<file path="src/rtl/sarq_pkg.sv">
package sarq_pkg;

   typedef enum logic [2:0] {
      PH_IDLE  = 3'd0,
      PH_CAL   = 3'd1,
      PH_AZERO = 3'd2,
      PH_ACQ   = 3'd3,
      PH_HOLD  = 3'd4,
      PH_CONV  = 3'd5
   } phase_e;

   function automatic int max3(input int a, input int b, input int c);
      int m;
      m = (a > b) ? a : b;
      return (m > c) ? m : c;
   endfunction

endpackage

</file>
<file path="src/rtl/sarq_pinhist.sv">
module sarq_pinhist #(
   parameter int N = 4
) (
   input  logic         clk,
   input  logic         rst_n,
   input  logic [N-1:0] pin_i,
   output logic [N-1:0] prev_o
);

   generate
      for (genvar g = 0; g < N; g++) begin : g_pin
         always_ff @(posedge clk or negedge rst_n) begin
            if (!rst_n) prev_o[g] <= 1'b1;
            else        prev_o[g] <= pin_i[g];
         end
      end
   endgenerate

endmodule

</file>
<file path="src/rtl/sarq_timer.sv">
module sarq_timer #(
   parameter int TW = 11
) (
   input  logic          clk,
   input  logic          rst_n,
   input  logic          load_i,
   input  logic [TW-1:0] load_val_i,
   input  logic          run_i,
   output logic          expire_o
);

   logic [TW-1:0] cnt_q;

   always_ff @(posedge clk or negedge rst_n) begin
      if (!rst_n)                       cnt_q <= '0;
      else if (load_i)                  cnt_q <= load_val_i;
      else if (run_i && cnt_q != '0)    cnt_q <= cnt_q - 1'b1;
   end

   assign expire_o = run_i && (cnt_q == '0);

   // a timer that has run out stays at zero until reloaded
   a_r2_timer_floor: assert property (@(posedge clk) disable iff (!rst_n)
      (!load_i && cnt_q == '0) |=> (cnt_q == '0));

endmodule

</file>
<file path="src/rtl/sarq_sar.sv">
module sarq_sar #(
   parameter int BITS = 13
) (
   input  logic            clk,
   input  logic            rst_n,
   input  logic            start_i,
   input  logic            step_i,
   input  logic            cmp_i,
   output logic [BITS-1:0] trial_o,
   output logic [BITS-1:0] resolved_o,
   output logic            done_o
);

   logic [BITS-1:0] code_q;
   logic [BITS-1:0] mask_q;

   always_ff @(posedge clk or negedge rst_n) begin
      if (!rst_n) begin
         code_q <= '0;
         mask_q <= '0;
      end else if (start_i) begin
         code_q <= '0;
         mask_q <= {1'b1, {(BITS-1){1'b0}}};
      end else if (step_i) begin
         if (cmp_i) code_q <= code_q | mask_q;
         mask_q <= mask_q >> 1;
      end
   end

   assign trial_o    = code_q | mask_q;
   assign resolved_o = cmp_i ? (code_q | mask_q) : code_q;
   assign done_o     = step_i && mask_q[0];

   // exactly one bit is under trial at a time
   a_r6_single_trial_bit: assert property (@(posedge clk) disable iff (!rst_n)
      $onehot0(mask_q));
   // a step never happens without a bit left to resolve
   a_r6_step_has_bit: assert property (@(posedge clk) disable iff (!rst_n)
      step_i |-> (mask_q != '0));

endmodule

</file>
<file path="src/rtl/sarq_outbus.sv">
module sarq_outbus #(
   parameter int RES_BITS = 13,
   parameter int BUS_W    = 8
) (
   input  logic                clk,
   input  logic                rst_n,
   input  logic                load_i,
   input  logic [RES_BITS-1:0] result_i,
   input  logic                cs_n,
   input  logic                rd_n,
   input  logic                rd_done_i,
   output logic [BUS_W-1:0]    data_o,
   output logic                oe_o
);

   localparam int HI_W = RES_BITS - BUS_W;

   logic [RES_BITS-1:0] result_q;
   logic                hi_sel_q;
   logic [BUS_W-1:0]    hi_byte;

   generate
      if (HI_W == BUS_W) begin : g_hi_full
         assign hi_byte = result_q[RES_BITS-1:BUS_W];
      end else begin : g_hi_sext
         assign hi_byte = {{(BUS_W-HI_W){result_q[RES_BITS-1]}},
                           result_q[RES_BITS-1:BUS_W]};
      end
   endgenerate

   always_ff @(posedge clk or negedge rst_n) begin
      if (!rst_n) begin
         result_q <= '0;
         hi_sel_q <= 1'b1;
      end else if (load_i) begin
         result_q <= result_i;
         hi_sel_q <= 1'b1;
      end else if (rd_done_i) begin
         hi_sel_q <= ~hi_sel_q;
      end
   end

   assign data_o = hi_sel_q ? hi_byte : result_q[BUS_W-1:0];
   assign oe_o   = !cs_n && !rd_n;

   // a fresh result is always presented upper byte first
   a_r8_high_after_load: assert property (@(posedge clk) disable iff (!rst_n)
      load_i |=> hi_sel_q);
   // each completed read moves to the other byte
   a_r8_toggle_on_read: assert property (@(posedge clk) disable iff (!rst_n)
      (rd_done_i && !load_i) |=> (hi_sel_q != $past(hi_sel_q)));

endmodule

</file>
<file path="src/rtl/sar_seq_ctrl.sv">
module sar_seq_ctrl
   import sarq_pkg::*;
#(
   parameter int RES_BITS   = 13,
   parameter int BUS_W      = 8,
   parameter int CAL_CYCLES = 1399,
   parameter int AZ_CYCLES  = 26,
   parameter int ACQ_CYCLES = 7
) (
   input  logic                clk,
   input  logic                rst_n,
   input  logic                cs_n,
   input  logic                wr_n,
   input  logic                rd_n,
   input  logic                sh_n,
   input  logic                cal_n,
   input  logic                az_n,
   input  logic                cmp_i,
   output logic [RES_BITS-1:0] dac_code_o,
   output logic                eoc_o,
   output logic                int_n_o,
   output logic [BUS_W-1:0]    data_o,
   output logic                data_oe_o
);

   localparam int MAX_CNT = max3(CAL_CYCLES, AZ_CYCLES, ACQ_CYCLES);
   localparam int TW      = $clog2(MAX_CNT + 1);
   localparam int NPIN    = 4;
   localparam int P_WR    = 0;
   localparam int P_RD    = 1;
   localparam int P_SH    = 2;
   localparam int P_CAL   = 3;
   localparam logic [TW-1:0] CAL_LOAD = TW'(CAL_CYCLES - 1);
   localparam logic [TW-1:0] AZ_LOAD  = TW'(AZ_CYCLES - 1);
   localparam logic [TW-1:0] ACQ_LOAD = TW'(ACQ_CYCLES - 1);
   localparam logic [RES_BITS-1:0] SIGN_FLIP = {1'b1, {(RES_BITS-1){1'b0}}};

   // elaboration-time parameter checks
   generate
      if (RES_BITS <= BUS_W || RES_BITS > 2*BUS_W) begin : g_bad_width
         $error("RES_BITS must be wider than one byte lane and fit in two");
      end
      if (CAL_CYCLES < 1 || AZ_CYCLES < 1 || ACQ_CYCLES < 1) begin : g_bad_len
         $error("every phase length must be at least one clock");
      end
   endgenerate

   // strobe history and edge detection
   logic [NPIN-1:0] pins, pins_prev;
   assign pins = {cal_n, sh_n, rd_n, wr_n};

   sarq_pinhist #(.N(NPIN)) u_hist (
      .clk    (clk),
      .rst_n  (rst_n),
      .pin_i  (pins),
      .prev_o (pins_prev)
   );

   logic wr_rise, rd_rise, sh_fall, sh_rise, cal_fall;
   assign wr_rise  =  pins[P_WR]  & ~pins_prev[P_WR];
   assign rd_rise  =  pins[P_RD]  & ~pins_prev[P_RD];
   assign sh_fall  = ~pins[P_SH]  &  pins_prev[P_SH];
   assign sh_rise  =  pins[P_SH]  & ~pins_prev[P_SH];
   assign cal_fall = ~pins[P_CAL] &  pins_prev[P_CAL];

   // phase register and shared interval timer
   phase_e        ph_q, ph_d;
   logic          tmr_load, tmr_run, tmr_exp;
   logic [TW-1:0] tmr_val;
   logic          sar_start, sar_step, sar_done;
   logic          int_set, int_clr, int_q;
   logic          res_load;
   logic [RES_BITS-1:0] resolved;

   assign tmr_run  = (ph_q == PH_CAL) || (ph_q == PH_AZERO) || (ph_q == PH_ACQ);
   assign sar_step = (ph_q == PH_CONV);

   sarq_timer #(.TW(TW)) u_timer (
      .clk        (clk),
      .rst_n      (rst_n),
      .load_i     (tmr_load),
      .load_val_i (tmr_val),
      .run_i      (tmr_run),
      .expire_o   (tmr_exp)
   );

   always_comb begin
      ph_d      = ph_q;
      tmr_load  = 1'b0;
      tmr_val   = '0;
      sar_start = 1'b0;
      int_set   = 1'b0;
      int_clr   = 1'b0;
      res_load  = 1'b0;
      if (cal_fall) begin
         ph_d     = PH_CAL;
         tmr_load = 1'b1;
         tmr_val  = CAL_LOAD;
         int_clr  = 1'b1;
      end else begin
         unique case (ph_q)
            PH_IDLE: begin
               if (wr_rise && !cs_n) begin
                  int_clr  = 1'b1;
                  tmr_load = 1'b1;
                  if (!az_n) begin
                     ph_d    = PH_AZERO;
                     tmr_val = AZ_LOAD;
                  end else begin
                     ph_d    = PH_ACQ;
                     tmr_val = ACQ_LOAD;
                  end
               end else if (sh_fall && !cs_n) begin
                  int_clr = 1'b1;
                  ph_d    = PH_HOLD;
               end
            end
            PH_CAL: begin
               if (tmr_exp) ph_d = PH_IDLE;
            end
            PH_AZERO: begin
               if (tmr_exp) begin
                  ph_d     = PH_ACQ;
                  tmr_load = 1'b1;
                  tmr_val  = ACQ_LOAD;
               end
            end
            PH_ACQ: begin
               if (tmr_exp) begin
                  ph_d      = PH_CONV;
                  sar_start = 1'b1;
               end
            end
            PH_HOLD: begin
               if (sh_rise && !cs_n) begin
                  ph_d      = PH_CONV;
                  sar_start = 1'b1;
               end
            end
            PH_CONV: begin
               if (sar_done) begin
                  ph_d     = PH_IDLE;
                  int_set  = 1'b1;
                  res_load = 1'b1;
               end
            end
            default: ph_d = PH_IDLE;
         endcase
      end
   end

   always_ff @(posedge clk or negedge rst_n) begin
      if (!rst_n) ph_q <= PH_IDLE;
      else        ph_q <= ph_d;
   end

   // interrupt flag: setting wins over a simultaneous read
   always_ff @(posedge clk or negedge rst_n) begin
      if (!rst_n)                              int_q <= 1'b1;
      else if (int_set)                        int_q <= 1'b0;
      else if (int_clr || (!cs_n && !rd_n))    int_q <= 1'b1;
   end

   assign int_n_o = int_q;
   assign eoc_o   = !((ph_q == PH_CAL) || (ph_q == PH_CONV));

   sarq_sar #(.BITS(RES_BITS)) u_sar (
      .clk        (clk),
      .rst_n      (rst_n),
      .start_i    (sar_start),
      .step_i     (sar_step),
      .cmp_i      (cmp_i),
      .trial_o    (dac_code_o),
      .resolved_o (resolved),
      .done_o     (sar_done)
   );

   sarq_outbus #(.RES_BITS(RES_BITS), .BUS_W(BUS_W)) u_bus (
      .clk       (clk),
      .rst_n     (rst_n),
      .load_i    (res_load),
      .result_i  (resolved ^ SIGN_FLIP),
      .cs_n      (cs_n),
      .rd_n      (rd_n),
      .rd_done_i (rd_rise && !cs_n),
      .data_o    (data_o),
      .oe_o      (data_oe_o)
   );

   // a calibrate edge takes end-of-conversion low on the next clock
   a_r2_cal_drops_eoc: assert property (@(posedge clk) disable iff (!rst_n)
      (pins_prev[P_CAL] && !cal_n) |=> !eoc_o);
   // a latched result raises end-of-conversion and lowers the interrupt
   a_r3_result_flags: assert property (@(posedge clk) disable iff (!rst_n)
      res_load |=> (eoc_o && !int_n_o));
   // a read strobe outside conversion leaves the interrupt inactive
   a_r7_read_clears_int: assert property (@(posedge clk) disable iff (!rst_n)
      (!cs_n && !rd_n && ph_q != PH_CONV) |=> int_n_o);
   // a conversion is left only by finishing or by calibration
   a_r10_conv_exit: assert property (@(posedge clk) disable iff (!rst_n)
      (ph_q == PH_CONV && !cal_fall) |=> (ph_q == PH_CONV || ph_q == PH_IDLE));

endmodule

</file>
<file path="config.mk">
export PLATFORM = sky130hd
export DESIGN_NAME = sar_seq_ctrl
export DESIGN_NICKNAME = d
export VERILOG_FILES = /design/src/rtl/sarq_pkg.sv /design/src/rtl/sarq_pinhist.sv /design/src/rtl/sarq_timer.sv /design/src/rtl/sarq_sar.sv /design/src/rtl/sarq_outbus.sv /design/src/rtl/sar_seq_ctrl.sv
export SDC_FILE = /design/constraint.sdc
export NUM_CORES = 1
export LEC_CHECK = 0
export ABC_AREA = 1
export BUFFER_PORTS_ARGS = -buffer_cell sky130_fd_sc_hd__buf_2
export CORE_MARGIN = 2
export CORE_UTILIZATION = 28
export DETAILED_ROUTE_END_ITERATION = 16
export PLACE_DENSITY = 0.47
export SLEW_MARGIN = 20
export SYNTH_ARGS = -nofsm -noshare
export SYNTH_HDL_FRONTEND = slang
export SYNTH_HIERARCHICAL = 1
export SYNTH_SLANG_ARGS = --single-unit
</file>
<file path="constraint.sdc">
create_clock -name clk -period 4.1 [get_ports clk]
set_input_delay 0.82 -clock clk [delete_from_list [all_inputs] [get_ports clk]]
set_output_delay 0.82 -clock clk [all_outputs]
set_load 0.05 [all_outputs]
</file>
==> metrics.yaml, run 1 <==
cp.arrival_ns: 2.95
reg2regPathDepth: 13
run_status: "finished clean"
r2r-start: "u_timer/cnt_q[0]"
max-clock-path-buffers: 2
ir_drop_uv: 313
fill_cells: 1214
p_leak_nw: 2.04
hp-class: "flip-flop to flip-flop"
crit_start: "u_timer/cnt_q[0]"
r2r_end: "u_timer/cnt_q[2]"
post_cts_buffers: 0
hold_viol: 0
crit_family: "simple AND/OR/NAND/NOR gates"
grt_pass1_vias: 2708
synth.area.top_cells: "dfrtp_1 (41%), nand2_1 (14%), inv_1 (8.3%)"
numCtsBuffers: 9
dp_hpwl_um: 5240
dieWidth_um: 112
grt_pass1_wl_um: 12900
antenna_left: 0
grt_util_all_layers_pct: 12.7
crit_slowest_cell: "clkinv_1"
fin_crit_sh_pct: 67.0
pre_cts_slack_ns: 1.35
post_dp_cell_area_sq_um: 3500
worst_slew_margin_rel_pct: 43.7
rsz0062_at_grt: "no"
rrSetupSlack_ns: 1.35
fmax_mhz: 364
synth_seq_cells: 59
post-route-util_pct: 33.8
dr.pass1.iters: 4
dr_total_vias: 2728
clk_latency_ns: 0.32
required_ns: 4.30
routedWlPerCell_um: 11.7
drt_iter0_drc: 164
path_clk_slew_ns: 0.05
postRouteWirelength_um: 7250
fin_nets: 480
antenna_found_initial: 0
maxCapViolations: 0
ctsResizeCount: 0
max_stage_delay_ns: 0.42
end_kind: "flip-flop"
fin_ws_ns: 1.35
cp_cell_sequence: "inv_1 > ha_1 > inv_1 > nor2_1 > nand3_1 > nor2_1 > nand3_1 > nand3_1 > clkinv_1 > nand2_4 > clkinv_4 > nand2_1 > nand2_1"
synthCells: 437
ios: 33
synth_area_sq_um: 3250
drive_gt1_share_pct: 17.7
yosysSeqAreaShare_pct: 45.6
grt-ovfl-total: 0
vias_per_cell: 4.41
crit_path_frequent_cell: "nand3_1"
endpoint: "u_timer/cnt_q[2]"
finalCriticalPeriod_ns: 2.75
cts_tree: "yes"
tns_ns: 0
critPathMaxFanout: 16
worst_pin_slew_ns: 0.844
yosysWarnings: 6
initial_core_util_pct: 28.6
num_antenna_cells: 0
stdcell_area_sq_um: 3840
synth.avg_cell_area_sq_um: 7.44
portBuffers: 32
cp.depth: 13
finalSetupViolations: 0
holdBufCountCts: 0
rows: 39
worst_setup_path_start_kind: "flip-flop"
synth_top_area_cell: "dfrtp_1"
finalClockSkew_ns: 0.00717
path_class: "flip-flop to flip-flop"
clock_sinks: 59
syn_to_final_growth_pct: 18.2
fp.dieH_um: 112
maxSlewViolCount: 0
core_sq_um: 11400
htreeDepth: 3
synth_cell_type_count: 33
crit_buf_inv: 4
cts_root_buf: "clkbuf_16"
grt_max_degree: 38
dieArea_sq_um: 12500
drc: 0
power.density_nw_per_um2: 725
synthDominantCellAreaShare_pct: 40.8
gp_congestion: 0.881
[registers in the layout, summed over array words and instances (netlist names)]
register and count:
u_hist/prev_o 4, u_sar/code_q 13, int_n_o 1, u_sar/mask_q 13
u_bus/hi_sel_q 1, ph_q 3, u_timer/cnt_q 11, u_bus/result_q 13
[routing by layer]
| metal | vias up | routed length (um) | global-route usage, % |
|---|---|---|---|
| li1 | 1423 | - | - |
| met1 | 1259 | 3640 | 17.3 |
| met2 | 42 | 3320 | 19.9 |
| met3 | 4 | 238 | 2.78 |
| met4 | 0 | 57 | 4.53 |
| met5 | - | 0 | 0 |
[worst reg2reg max path, delay by kind of cell (launching register included)]
family                     cells  cell delay (ns)
adders and majority gates      1             0.22
buffers and inverters          4             0.71
DFF                            1             0.37
and+or+nand+nor                8             1.34
[cells in the mapped netlist]
| cell type | count |
|---|---|
| a21oi_1 | 19 |
| a21oi_2 | 1 |
| buf_4 | 6 |
| buf_6 | 5 |
| clkbuf_1 | 1 |
| clkbuf_2 | 1 |
| clkinv_1 | 1 |
| clkinv_4 | 2 |
| conb_1 | 1 |
| dfrtp_1 | 53 |
| dfstp_2 | 6 |
| ha_1 | 1 |
| inv_1 | 72 |
| inv_2 | 2 |
| inv_4 | 1 |
| nand2_1 | 118 |
| nand2_2 | 2 |
| nand2_4 | 3 |
| nand3_1 | 37 |
| nand3_2 | 1 |
| nand3b_1 | 2 |
| nand4_1 | 2 |
| nor2_1 | 36 |
| nor2_2 | 7 |
| nor2_4 | 1 |
| nor3_1 | 2 |
| nor3b_1 | 1 |
| o211ai_1 | 1 |
| o21ai_0 | 37 |
| o21ai_1 | 3 |
| o21ai_2 | 10 |
| xnor2_1 | 1 |
| xor2_1 | 1 |
[placed cells by master (no fill, tap or decap), drive strengths merged]
cell type	netlist	routed
bufinv	0	3
dfrtp	53	53
clkinv	3	3
clkbuf	2	12
dfstp	6	6
xnor2	1	1
nand3	38	38
inv	75	75
o21ai	50	50
a21oi	20	20
conb	1	2
xor2	1	1
nand2	123	123
buf	11	34
ha	1	1
nand3b	2	2
nor2	44	44
o211ai	1	1
clkinvlp	0	1
nor3b	1	1
nand4	2	2
nor3	2	2
[power by group]
part,switching (mW),internal (mW)
Combinational,0.793,0.312
Clock,0.258,0.610
Sequential,0.115,0.698
[worst min path at each step]
stage | endpoint | cells after the start | from | slack (ns)
finish | u_bus/result_q[8] | 2 | u_bus/result_q[8] | 0.47
global placement | u_bus/result_q[8] | 2 | u_bus/result_q[8] | 0.46
floorplan | u_bus/result_q[12] | 2 | u_bus/result_q[12] | 0.44
CTS | u_bus/result_q[8] | 2 | u_bus/result_q[8] | 0.47
detailed placement | u_bus/result_q[12] | 2 | u_bus/result_q[12] | 0.46
global route | u_bus/result_q[10] | 2 | u_bus/result_q[10] | 0.49
[kinds of logic after synthesis]
| logic type | count (synthesis) | share of synthesized area [%] |
|---|---|---|
| DFF | 59 | 45.6 |
| xor gates and xnor gates | 2 | 0.539 |
| other | 1 | 0.115 |
| buffers and inverters | 91 | 12.8 |
| AOI/OAI and AO/OA | 71 | 12.3 |
| adders and majority gates | 1 | 0.385 |
| and+or+nand+nor | 212 | 28.3 |
[per-stage QoR]
stage | std cells | total power [mW] | hold slack, ns
2_1_floorplan | 438 | 1.72 | 0.442
3_3_place_gp | 602 | 1.94 | 0.457
3_5_place_dp | 602 | 1.94 | 0.458
4_1_cts | 618 | 2.82 | 0.472
5_1_grt | 618 | 2.99 | 0.488
6_report | 618 | 2.79 | 0.470
[area by class of cell]
class | count | area, sq um | share of cell area (%)
inverter | 78 | 305 | 7.94
sequential | 59 | 1480 | 38.6
timing repair buffer | 34 | 175 | 4.56
clock inverter | 4 | 97.6 | 2.54
tap | 143 | 179 | 4.65
multi-input combinational | 288 | 1360 | 35.3
clock buffer | 12 | 246 | 6.41
Power figures use the tool's default switching activity.
==> run 2, diff against run 1 <==
- PLACE_DENSITY: 0.47 -> 0.48
- clock period: 4.1 -> 2.5 ns (I/O delays scaled with it)
==> run 2 against run 1 <==
  * Global-route usage up 0.41 points
  * Critical path depth unchanged
  * Clock power up 56%
  * Fmax up 24%
  * Register-to-register slack worse by 1.1 ns
  * Combinational power up 67%
  * Flip-flop and latch count unchanged
  * Die area unchanged
  * Worst setup slack worse by 1.1 ns
  * First-iteration DRC count down 28%
  * Power up 62%
  * Final area up 0.81%
  * Largest cell class unchanged
  * Largest power group unchanged
==> metrics.yaml, run 2 (same netlist as run 1, synthesis figures left out) <==
grt_util_all_layers_pct: 13.1
routedWlPerCell_um: 12.1
num_antenna_cells: 0
cts_root_buf: "clkbuf_16"
grt_max_degree: 60
htreeDepth: 3
ir_drop_uv: 555
max-clock-path-buffers: 2
run_status: "finished clean"
fin_nets: 484
instances_no_fill: 622
dr_total_vias: 2801
gp_congestion: 0.885
syn_to_final_growth_pct: 19.2
routed.top_layer: "met4"
finalCriticalPeriod_ns: 2.22
path_clk_slew_ns: 0.05
clock_sinks: 59
clk_latency_ns: 0.33
end_kind: "flip-flop"
drt_iter0_drc: 118
tns_ns: 0
initial_core_util_pct: 28.6
grt-ovfl-total: 0
finalSetupViolations: 0
finalClockSkew_ns: 0.00545
required_ns: 2.72
maxSlewViolCount: 0
antenna_left: 0
grt_pass1_vias: 2716
r2r_end: "u_timer/cnt_q[3]"
dieArea_sq_um: 12500
fp.dieH_um: 112
dp_cells: 606
hp-class: "input pin to async pin"
drc: 0
fmax_mhz: 451
cts_tree: "yes"
maxCapViolations: 0
layout_common_cells: "nand2_1 (118), inv_1 (72), dfrtp_1 (53)"
portBuffers: 32
final_common_cell: "nand2_1"
vias_per_cell: 4.50
multiInputGateArea_sq_um: 1360
path_class: "flip-flop to flip-flop"
numCtsBuffers: 9
critPathMaxFanout: 10
fill_cells: 1220
dr_wl_met2_um: 3450
finalPower_mw: 4.52
post-route-util_pct: 34.1
drive_gt1_share_pct: 19.2
cp.arrival_ns: 2.44
dieWidth_um: 112
core_sq_um: 11400
r2r-start: "u_timer/cnt_q[0]"
rows: 39
dr_wl_met3_um: 339
rrSetupSlack_ns: 0.28
reg2regPathDepth: 13
worst_setup_path_start_kind: "flip-flop"
reg_top3: "u_bus/result_q: 13 flops, u_sar/code_q: 13 flops, u_sar/mask_q: 13 flops"
fin_crit_sh_pct: 88.8
dr.pass1.iters: 4
p_leak_nw: 2.05
grt_pass1_wl_um: 13100
drt-met1-wl_um: 3640
stdcell_area_sq_um: 3870
antenna_found_initial: 0
post_cts_buffers: 0
dp_hpwl_um: 5190
regArea_sq_um: 1480
ios: 33
hold-worst-slack_ns: 0.172
fin_ws_ns: 0.281
postRouteWirelength_um: 7530
power.density_nw_per_um2: 1170
rsz0062_at_grt: "no"
pre_cts_slack_ns: 0.201
hold_viol: 0
post_dp_cell_area_sq_um: 3540
run 2: cell count changes in the layout (fill, tap and decap cells not counted), sizes merged:
cell      delta
inv          +1
buf          +4
clkinvlp     +2
clkinv       +1
clkbuf       -3
bufinv       -1
run 2: critical path: stages (launching register included):
cell,delay (ns)
dfrtp_1,0.37
inv_1,0.13
ha_1,0.21
inv_1,0.07
nor2_1,0.14
nand3_1,0.12
nor2_2,0.17
nand3_1,0.12
nand3_1,0.16
clkinvlp_4,0.23
nand2_4,0.19
clkinv_4,0.08
nand2_1,0.06
nand2_1,0.05
run 2: repair_timing:
action                                  CTS  global route
endpoints found under the setup margin    0             5
hold buffers                              0             0
resized for setup                         0             2
run 2: worst max-delay path by stage:
stage / from / endpoint / slack [ns] / depth (start not counted)
floorplan: u_bus/hi_sel_q / data_o[1] / 0.40 / 2
global placement: u_timer/cnt_q[0] / u_timer/cnt_q[6] / 0.33 / 13
detailed placement: u_timer/cnt_q[0] / u_timer/cnt_q[4] / 0.20 / 13
CTS: u_timer/cnt_q[0] / u_timer/cnt_q[4] / 0.19 / 13
global route: u_timer/cnt_q[0] / u_timer/cnt_q[2] / 0.05 / 13
finish: u_timer/cnt_q[0] / u_timer/cnt_q[3] / 0.28 / 13
run 2: area by class of cell:
| cell class | instances | area share, % |
|---|---|---|
| Timing Repair Buffer | 38 | 5.62 |
| Sequential cell | 59 | 38.3 |
| Multi-Input combinational cell | 288 | 35.1 |
| Tap cell | 143 | 4.62 |
| Inverter | 78 | 7.98 |
| Clock buffer | 9 | 5.81 |
| Clock inverter | 7 | 2.62 |
run 2: report_power, final:
group          switching [mW]  internal (mW)
registers               0.190           1.14
clock network           0.476          0.878
logic                    1.31          0.520
total                    1.98           2.54
run 2: layer usage:
| layer | GRT usage [%] | up-vias |
|---|---|---|
| met1 | 18.0 | 1312 |
| li1 | - | 1433 |
| met3 | 3.59 | 7 |
| met4 | 4.44 | 0 |
| met5 | 0 | - |
| met2 | 20.0 | 49 |
